### config.mk
export PLATFORM = sky130hd
export DESIGN_NAME = smbus_tmo_mon
export DESIGN_NICKNAME = d
export VERILOG_FILES = /design/src/rtl/smbus_tmo_pkg.sv /design/src/rtl/smbus_tmo_sync.sv /design/src/rtl/smbus_tmo_cond.sv /design/src/rtl/smbus_tmo_acc.sv /design/src/rtl/smbus_tmo_mon.sv
export SDC_FILE = /design/constraint.sdc
export NUM_CORES = 1
export LEC_CHECK = 0
export BUFFER_PORTS_ARGS = -buffer_cell sky130_fd_sc_hd__buf_4
export CORE_AREA = 3 3 121 123
export CTS_BUF_LIST = sky130_fd_sc_hd__clkbuf_16
export DETAILED_ROUTE_END_ITERATION = 6
export DIE_AREA = 0 0 124 126
export GPL_ROUTABILITY_DRIVEN = 0
export PLACE_DENSITY_LB_ADDON = 0.15
export SYNTH_ARGS = -nofsm -noshare
export SYNTH_HDL_FRONTEND = slang
export SYNTH_SLANG_ARGS = --single-unit
export TNS_END_PERCENT = 1
### constraint.sdc
create_clock -name clk -period 6 [get_ports clk]
set_input_delay 1.2 -clock clk [delete_from_list [all_inputs] [get_ports clk]]
set_output_delay 1.2 -clock clk [all_outputs]
set_load 0.01 [all_outputs]
### src/rtl/smbus_tmo_pkg.sv
`timescale 1ns/1ps
package smbus_tmo_pkg;

   // Converts a time in microseconds to whole clock cycles (rounded down).
   function automatic longint unsigned tmo_cycles(input longint unsigned clk_hz,
                                                  input longint unsigned usec);
      return (clk_hz * usec) / 64'd1_000_000;
   endfunction

   function automatic longint unsigned tmo_max(input longint unsigned a,
                                               input longint unsigned b);
      return (a > b) ? a : b;
   endfunction

   typedef enum logic [1:0] {
      BUS_IDLE_C  = 2'd0,
      BUS_START_C = 2'd1,
      BUS_STOP_C  = 2'd2
   } bus_cond_e;

endpackage

### src/rtl/smbus_tmo_sync.sv
`timescale 1ns/1ps
module smbus_tmo_sync #(
   parameter int                 WIDTH   = 2,
   parameter int                 STAGES  = 2,
   parameter logic [WIDTH-1:0]   RST_VAL = '1
) (
   input  logic             clk,
   input  logic             rst,
   input  logic [WIDTH-1:0] d,
   output logic [WIDTH-1:0] q
);

   logic [STAGES-1:0][WIDTH-1:0] chain;

   initial begin
      if (STAGES < 2) $error("smbus_tmo_sync: STAGES must be at least 2");
   end

   always_ff @(posedge clk) begin
      if (rst) begin
         chain <= {STAGES{RST_VAL}};
      end else begin
         chain[0] <= d;
         for (int i = 1; i < STAGES; i++) begin
            chain[i] <= chain[i-1];
         end
      end
   end

   assign q = chain[STAGES-1];

endmodule

### src/rtl/smbus_tmo_cond.sv
`timescale 1ns/1ps
module smbus_tmo_cond
   import smbus_tmo_pkg::*;
(
   input  logic      clk,
   input  logic      rst,
   input  logic      scl_s,
   input  logic      sda_s,
   output bus_cond_e cond_o
);

   logic scl_d;
   logic sda_d;

   always_ff @(posedge clk) begin
      if (rst) begin
         scl_d <= 1'b1;
         sda_d <= 1'b1;
      end else begin
         scl_d <= scl_s;
         sda_d <= sda_s;
      end
   end

   // SCL must be high both before and after the SDA edge.
   always_comb begin
      cond_o = BUS_IDLE_C;
      if (scl_s && scl_d) begin
         if (sda_d && !sda_s)      cond_o = BUS_START_C;
         else if (!sda_d && sda_s) cond_o = BUS_STOP_C;
      end
   end

endmodule

### src/rtl/smbus_tmo_acc.sv
`timescale 1ns/1ps
module smbus_tmo_acc #(
   parameter int W        = 16,
   parameter bit SATURATE = 1'b1
) (
   input  logic         clk,
   input  logic         rst,
   input  logic         clr,
   input  logic         inc,
   input  logic [W-1:0] lim,
   output logic [W-1:0] cnt,
   output logic         hit
);

   generate
      if (SATURATE) begin : g_sat
         always_ff @(posedge clk) begin
            if (rst || clr)                cnt <= '0;
            else if (inc && (cnt != '1))   cnt <= cnt + 1'b1;
         end
      end else begin : g_wrap
         always_ff @(posedge clk) begin
            if (rst || clr)                cnt <= '0;
            else if (inc)                  cnt <= cnt + 1'b1;
         end
      end
   endgenerate

   assign hit = (cnt >= lim);

endmodule

### src/rtl/smbus_tmo_mon.sv
`timescale 1ns/1ps
module smbus_tmo_mon
   import smbus_tmo_pkg::*;
#(
   parameter longint unsigned CLK_HZ       = 100_000_000,
   parameter longint unsigned LOW_FAST_US  = 30_000,
   parameter longint unsigned LOW_SLOW_US  = 37_500,
   parameter longint unsigned HIGH_FAST_US = 60,
   parameter longint unsigned HIGH_SLOW_US = 75,
   parameter int              SYNC_STAGES  = 2
) (
   input  logic clk,
   input  logic rst,
   input  logic scl_i,
   input  logic sda_i,
   input  logic grade_slow_i,
   output logic bus_rst_o
);

   localparam longint unsigned LOW_FAST_CYC  = tmo_cycles(CLK_HZ, LOW_FAST_US);
   localparam longint unsigned LOW_SLOW_CYC  = tmo_cycles(CLK_HZ, LOW_SLOW_US);
   localparam longint unsigned HIGH_FAST_CYC = tmo_cycles(CLK_HZ, HIGH_FAST_US);
   localparam longint unsigned HIGH_SLOW_CYC = tmo_cycles(CLK_HZ, HIGH_SLOW_US);
   localparam longint unsigned MAX_CYC       =
      tmo_max(tmo_max(LOW_FAST_CYC, LOW_SLOW_CYC), tmo_max(HIGH_FAST_CYC, HIGH_SLOW_CYC));
   localparam int              CNT_W         = $clog2(MAX_CYC + 1);

   localparam logic [CNT_W-1:0] LOW_FAST_L  = CNT_W'(LOW_FAST_CYC);
   localparam logic [CNT_W-1:0] LOW_SLOW_L  = CNT_W'(LOW_SLOW_CYC);
   localparam logic [CNT_W-1:0] HIGH_FAST_L = CNT_W'(HIGH_FAST_CYC);
   localparam logic [CNT_W-1:0] HIGH_SLOW_L = CNT_W'(HIGH_SLOW_CYC);

   initial begin
      if (LOW_FAST_CYC == 0 || LOW_SLOW_CYC == 0)
         $error("smbus_tmo_mon: low limit rounds to zero cycles");
      if (HIGH_FAST_CYC == 0 || HIGH_SLOW_CYC == 0)
         $error("smbus_tmo_mon: high limit rounds to zero cycles");
      if (SYNC_STAGES < 2)
         $error("smbus_tmo_mon: SYNC_STAGES must be at least 2");
   end

   // ---------------------------------------------------------------
   // Line synchronizer and condition detection
   // ---------------------------------------------------------------
   logic [1:0] line_s;
   logic       scl_s;
   logic       sda_s;
   bus_cond_e  cond;
   logic       start_w;
   logic       stop_w;

   smbus_tmo_sync #(
      .WIDTH   (2),
      .STAGES  (SYNC_STAGES),
      .RST_VAL (2'b11)
   ) u_sync (
      .clk (clk),
      .rst (rst),
      .d   ({scl_i, sda_i}),
      .q   (line_s)
   );

   assign scl_s = line_s[1];
   assign sda_s = line_s[0];

   smbus_tmo_cond u_cond (
      .clk    (clk),
      .rst    (rst),
      .scl_s  (scl_s),
      .sda_s  (sda_s),
      .cond_o (cond)
   );

   assign start_w = (cond == BUS_START_C);
   assign stop_w  = (cond == BUS_STOP_C);

   // ---------------------------------------------------------------
   // Limit selection
   // ---------------------------------------------------------------
   logic [CNT_W-1:0] low_lim;
   logic [CNT_W-1:0] high_lim;

   assign low_lim  = grade_slow_i ? LOW_SLOW_L  : LOW_FAST_L;
   assign high_lim = grade_slow_i ? HIGH_SLOW_L : HIGH_FAST_L;

   // ---------------------------------------------------------------
   // Transaction tracking and counters
   // ---------------------------------------------------------------
   logic             active_q;
   logic             fire_c;
   logic [CNT_W-1:0] low_cnt;
   logic [CNT_W-1:0] high_cnt;
   logic             low_hit;
   logic             high_hit;

   assign fire_c = active_q && (low_hit || high_hit);

   smbus_tmo_acc #(.W(CNT_W), .SATURATE(1'b1)) u_low (
      .clk (clk),
      .rst (rst),
      .clr (start_w || stop_w || fire_c),
      .inc (active_q && !scl_s),
      .lim (low_lim),
      .cnt (low_cnt),
      .hit (low_hit)
   );

   smbus_tmo_acc #(.W(CNT_W), .SATURATE(1'b1)) u_high (
      .clk (clk),
      .rst (rst),
      .clr (!scl_s || stop_w || fire_c),
      .inc (active_q && scl_s),
      .lim (high_lim),
      .cnt (high_cnt),
      .hit (high_hit)
   );

   always_ff @(posedge clk) begin
      if (rst) begin
         active_q  <= 1'b0;
         bus_rst_o <= 1'b0;
      end else begin
         bus_rst_o <= fire_c;
         if (start_w)                active_q <= 1'b1;
         else if (stop_w || fire_c)  active_q <= 1'b0;
      end
   end

endmodule

==> results of run 1 <==
cells in the final DEF, fill, tap and decap left out, types with 10 or more instances in the layout:
cell type / synthesis / final
nor4_2: 17 / 17
ha_1: 24 / 24
nor3_1: 23 / 23
nor2_1: 10 / 10
nand3_1: 12 / 12
xnor2_1: 25 / 25
dfxtp_1: 52 / 52
inv_1: 19 / 19
nand2_1: 14 / 14
nand4_1: 14 / 14
final timing paths:
| check | end | start | slack [ns] | depth (start not counted) |
|---|---|---|---|---|
| setup / recovery | u_high.cnt[4] | grade_slow_i | 2.54 | 8 |
| setup reg to reg | u_high.cnt[4] | u_low.cnt[15] | 3.31 | 6 |
| hold reg to reg | u_sync.q[0] | u_sync.chain[0] | 0.41 | 1 |
| hold / removal | u_sync.q[0] | u_sync.chain[0] | 0.41 | 1 |
flip-flops by register name (all words and copies together) (netlist names):
signal	cells
u_sync.q	2
active_q	1
u_high.cnt	22
u_cond.sda_d	1
bus_rst_o	1
u_cond.scl_d	1
u_sync.chain	2
u_low.cnt	22
layer usage:
layer / vias to the layer above / part of all wire [%]
met2: 27 / 47
met5: - / 0
li1: 1373 / -
met3: 13 / 2.2
met1: 1305 / 49
met4: 0 / 2.0
per-stage QoR:
| stage | total power, W | hold WS [ns] | utilization [%] | area [um2] | instances |
|---|---|---|---|---|---|
| 2_1_floorplan | 0.0003792 | 0.3895 | - | 3396 | 360 |
| 3_3_place_gp | 0.0003904 | 0.3929 | 25.86 | 3562 | 529 |
| 3_5_place_dp | 0.0003911 | 0.4027 | 25.86 | 3562 | 529 |
| 4_1_cts | 0.0007205 | 0.4215 | 27.04 | 3725 | 537 |
| 5_1_grt | 0.0007379 | 0.4250 | 27.04 | 3725 | 537 |
| 6_report | 0.0007053 | 0.4143 | 27.04 | 3725 | 537 |
kinds of logic (layout without fill, tap and decap cells):
group	Yosys count	in the layout	synth area share, %
AO/OA/AOI/OAI	60	60	14.89
XOR/XNOR	33	33	8.512
adder cells (fa/ha/maj)	24	24	8.843
buffers and inverters	37	34	5.490
flip-flops	52	52	30.66
multiplexers	3	3	0.8843
AND/OR/NAND/NOR	151	151	30.73
worst register-to-register path, stage by stage (launching register included):
cell and delay (ns):
dfxtp_1 0.43, ha_1 0.28, a21o_1 0.16, a21o_1 0.20
o2bb2ai_1 0.14, o41a_2 0.95, nor4_1 0.43
power groups by stage:
stage | clock network [W] | logic, W | registers, W
finish | 0.000323 | 0.0000326 | 0.000350
global route | 0.000350 | 0.0000375 | 0.000350
CTS | 0.000337 | 0.0000335 | 0.000350
detailed placement | 0 | 0.0000335 | 0.000358
global placement | 0 | 0.0000327 | 0.000358
floorplan | 0 | 0.0000224 | 0.000357
layout make-up:
type                    instances  area (um2)  share of cell area, %
multi-input cells             271        2176                  58.41
flip-flops and latches         52        1041                  27.95
well taps                     180       225.2                  6.046
clock buffers                   5       125.1                  3.359
inverters                      20       75.07                  2.015
repair buffers                  6       45.04                  1.209
clock inverters                 3       37.54                  1.008
==> out/qor.txt, run 1 <==
Via Count - 2718
Num Clock Sinks - 52
dominant cell by count in the synthesized netlist - dfxtp_1
antenna violations before repair - 0
die area - 15620 um2
cells traversed along the worst timing path - buf_4 -> inv_1 -> ha_1 -> and4_1 -> nand4_1 -> o2bb2ai_1 -> o41a_2 -> nor4_1
number of different library cells in the post-synthesis netlist - 62
Antenna Cells - 0
post-synthesis to final-layout area growth - 9.690%
final worst-path setup slack - 2.536 ns
global router's overall resource usage - 11.15%
family with the most delay on the worst path - compound AO/OA/AOI/OAI gates
total power divided by cell area - 189.3 nW/um2
number of flops mapped to enable cells by yosys - 0
nets in the synthesized netlist - 389
number of inserted filler cells in the final layout - 1528
standard cell with the maximum stage delay on the critical path - o41a_2
Worst Path Buf+Inv - 2
First-pass DRT Iterations - 4
fraction of power consumed by sequential logic - 49.6%
GRT met1 Usage - 14.87%
DRT antenna net count - 0
number of remaining DRC errors - 0
buffer type at the clock tree root - clkbuf_16
type of the most critical hold path - reg2reg
cell internal pwr - 0.0005520 W
combinational power share - 4.6%
routed len/inst - 15.51 um
Detailed Route WL - 8331 um
endpoint class of the critical path - register
clock tree skew after final layout - 0.004504 ns
via count of the first global-routing pass - 2745
Sum Neg Setup Slack - 0 ns
Skew-Pair Late Insertion Delay - 0.29 ns
data arrival at the endpoint of the critical path - 3.66 ns
YS warnings - 0
I/O pin cnt - 6
type of origin of the critical path - input port
category of the critical setup timing path - in2reg
run status - finished clean
largest area contributor in the netlist - dfxtp_1
Die X - 124 um
Post-layout nets - 385
TritonCTS clock tree - yes
switching portion of total power - 21.73%
count of state elements after synthesis - 52
via density per instance - 5.061
Tightest Pin Transition - 1.190 ns
met2 Resource Use GR - 18.33%
Async SR Flop Fraction - 0%
MaxCap Viol Count - 0
Most Used Layer, Global Route - met2
global routing usage on met3 - 2.245%
final setup violation count - 0
time the final worst path needs with I/O delays and setup - 3.464 ns
sequential element share of the synthesized area - 30.66%
Netlist Area Pre-Place - 3396 um2
vertical die dimension - 126 um
initial cell density of the core - 24.65%
VDD IR-drop max - 0.1162 mV
Post-Synthesis Cells - 360
htree depth - 2
core region area - 13770 um2
share of layout cells above drive strength 1 - 14.85%
Setup Buffers After CTS - 0
Slew Limit Headroom - 20.67%
total number of placement rows - 43
first-pass GRT wire length - 14140 um
detailed router's first-iteration violation count - 110
top_reg_cell synth - dfxtp_1
GR Overflow Total - 0
mean area per synthesized cell - 9.433 um2
post-CTS sizing - 0
worst setup slack after placement - 2.172 ns
top cell type's share of synthesized area - 30.66%
half-perimeter wire length of the detailed placement result - 5902 um
portion of total power attributed to the clock network - 45.8%
cts hold-fix bufs - 0
largest fanout on the critical path - 45
worst path required time - 6.19 ns
unrepaired setup endpoints after global routing - no
CTS buffer count - 5
Area contributors post-synth - dfxtp_1 31%, ha_1 8.8%, xnor2_1 6.4%, nor4_2 6.3%, nor3_1 3.4%
CTS clock-pin slew for the worst setup and hold paths - 0.07 ns
highest achievable clock rate - 0.2887 GHz
final worst-path cycle share - 57.73%
most numerous cell types in the synthesized netlist - 52 x dfxtp_1, 25 x xnor2_1, 24 x ha_1
Clock Tree Buf Depth - 2
Pins Over Slew Limit - 0
# port buffers - 5
Leakage - 1.147 nW
crit-path max cell delay - 0.95 ns
switching power - 0.0001533 W
Final Hold Fails - 0
pin count of the biggest net entering global routing - 46
No activity file was read; power rests on OpenSTA's default activity.
==> run 2, diff against run 1 <==
==> constraint.sdc (replaced) <==
create_clock -name clk -period 3.1 [get_ports clk]
set_input_delay 0.62 -clock clk [delete_from_list [all_inputs] [get_ports clk]]
set_output_delay 0.62 -clock clk [all_outputs]
set_load 0.01 [all_outputs]
==> run 2 against run 1 <==
  * Critical path depth is 1 higher
  * Final area is 1.9% higher
  * Register-to-register slack worse by 2.7 ns
==> out/qor.txt, run 2 (synthesis gave the netlist of run 1 again) <==
run status - finished clean (unchanged)
unrepaired setup endpoints after global routing - no (unchanged)
endpoint class of the critical path - register (unchanged)
Pins Over Slew Limit - 0 (unchanged)
# port buffers - 5 (unchanged)
htree depth - 2 (unchanged)
crit-path max cell delay - 0.64 ns (was 0.95 ns)
first-pass GRT wire length - 14320 um (was 14140 um)
detailed router's first-iteration violation count - 164 (was 110)
Tightest Pin Transition - 0.7303 ns (was 1.190 ns)
time the final worst path needs with I/O delays and setup - 2.647 ns
data arrival at the endpoint of the critical path - 2.85 ns (was 3.66 ns)
VDD IR-drop max - 0.1935 mV (was 0.1162 mV)
largest fanout on the critical path - 12 (was 45)
category of the critical setup timing path - in2reg (unchanged)
post-synthesis to final-layout area growth - 11.79% (was 9.690%)
vertical die dimension - 126 um (unchanged)
via count of the first global-routing pass - 2688 (was 2745)
final worst-path setup slack - 0.4525 ns (was 2.536 ns)
most frequent cell on the critical path - buf_4
worst setup slack after placement - 0.1469 ns (was 2.172 ns)
number of remaining DRC errors - 0 (unchanged)
worst path required time - 3.31 ns (was 6.19 ns)
Sum Neg Setup Slack - 0 ns (unchanged)
MaxCap Viol Count - 0 (unchanged)
type of origin of the critical path - input port (unchanged)
DRT antenna net count - 0 (unchanged)
pin count of the biggest net entering global routing - 24 (was 46)
area of placed instances - 3632 um2 (was 3562 um2)
cts hold-fix bufs - 0 (unchanged)
cells traversed along the worst timing path - buf_4 -> inv_1 -> ha_1 -> and4_1 -> nand4_1 -> o2bb2ai_1 -> o41a_2 -> buf_4 -> nor4_2 (was buf_4 -> inv_1 -> ha_1 -> and4_1 -> nand4_1 -> o2bb2ai_1 -> o41a_2 -> nor4_1)
Leakage - 1.192 nW (was 1.147 nW)
commonest non-fill, non-tap cell in the layout - dfxtp_1 (unchanged)
Clock Tree Buf Depth - 2 (unchanged)
routed len/inst - 15.56 um (was 15.51 um)
Skew-Pair Late Insertion Delay - 0.29 ns (about the same)
I/O pin cnt - 6 (unchanged)
core region area - 13770 um2 (unchanged)
CTS buffer count - 5 (unchanged)
GR Overflow Total - 0 (unchanged)
Via Count - 2713 (was 2718)
CTS clock-pin slew for the worst setup and hold paths - 0.07 ns (about the same)
Antenna Cells - 0 (unchanged)
total power divided by cell area - 363.0 nW/um2 (was 189.3 nW/um2)
highest achievable clock rate - 0.3777 GHz
die area - 15620 um2 (unchanged)
half-perimeter wire length of the detailed placement result - 6138 um (was 5902 um)
post-CTS sizing - 0 (unchanged)
biggest registers after layout - u_high.cnt: 22 flops, u_low.cnt: 22 flops (unchanged)
TritonCTS clock tree - yes (unchanged)
final worst-path cycle share - 85.40%
Die X - 124 um (unchanged)
First-pass DRT Iterations - 4 (unchanged)
clock tree skew after final layout - 0.002463 ns (was 0.004504 ns)
type of the most critical hold path - reg2reg (unchanged)
global router's overall resource usage - 11.35% (was 11.15%)
via density per instance - 4.996 (was 5.061)
Setup Buffers After CTS - 0 (unchanged)
Final Hold Fails - 0 (unchanged)
Num Clock Sinks - 52 (unchanged)
Slew Limit Headroom - 50.87% (was 20.67%)
standard cell with the maximum stage delay on the critical path - o41a_2 (unchanged)
buffer type at the clock tree root - clkbuf_16 (unchanged)
Detailed Route WL - 8451 um (was 8331 um)
share of layout cells above drive strength 1 - 16.53% (was 14.85%)
fin util - 27.56% (was 27.04%)
initial cell density of the core - 24.65% (unchanged)
antenna violations before repair - 0 (unchanged)
total number of placement rows - 43 (unchanged)
most frequent cells in the layout - 52 x dfxtp_1, 25 x xnor2_1, 24 x ha_1, 23 x nor3_1, 20 x inv_1 (was 52 x dfxtp_1, 25 x xnor2_1, 24 x ha_1, 23 x nor3_1, 19 x inv_1)
Post-layout nets - 391 (was 385)
final setup violation count - 0 (unchanged)
final instance area - 3796 um2 (was 3725 um2)
number of inserted filler cells in the final layout - 1532 (was 1528)
run 2: cell count changes in the layout (fill, tap and decap cells not counted):
cell and delta:
buf_12 +2, buf_4 +4, clkinv_1 -2, clkinv_2 +1
inv_1 +1
run 2: area by class of cell:
class / count / area, um2 / area share, %
multi-input cells: 271 / 2176 / 57.32
flip-flops and latches: 52 / 1041 / 27.42
well taps: 180 / 225.2 / 5.933
clock buffers: 5 / 125.1 / 3.296
repair buffers: 12 / 115.1 / 3.032
inverters: 20 / 75.07 / 1.978
clock inverters: 3 / 38.79 / 1.022
run 2: worst paths after layout:
check / from / endpoint / slack [ns] / cells past startpoint
max: grade_slow_i / u_high.cnt[15] / 0.45 / 9
min: u_sync.chain[1] / u_sync.q[1] / 0.41 / 1
max reg2reg: u_low.cnt[15] / u_high.cnt[15] / 0.66 / 7
min reg2reg: u_sync.chain[1] / u_sync.q[1] / 0.41 / 1
run 2: routing by layer:
| metal | vias to the layer above | routed length (um) | track usage [%] |
|---|---|---|---|
| met5 | - | 0 | 0 |
| met4 | 0 | 55 | 1.997 |
| met3 | 6 | 205 | 2.380 |
| met2 | 17 | 3801 | 17.28 |
| met1 | 1305 | 4389 | 16.67 |
| li1 | 1385 | - | - |
run 2: metrics by stage:
step	cells	hold slack, ns	power [W]
global placement	535	0.3916	0.0007602
floorplan	360	0.3895	0.0007339
global route	543	0.4291	0.001436
CTS	543	0.4165	0.001402
finish	543	0.4139	0.001378
detailed placement	535	0.3979	0.0007614
run 2: report_power, final:
group          internal, W  total (W)  switching, W
Sequential        0.000672   0.000677    0.00000458
Combinational    0.0000241  0.0000682     0.0000441
Clock             0.000377   0.000633      0.000255
run 2: critical path: cells and delay by family:
family,cells,cell delay [ns]
fa+ha+maj,1,0.35
simple gates,3,0.55
compound gates,2,0.72
buf+inv,3,0.60
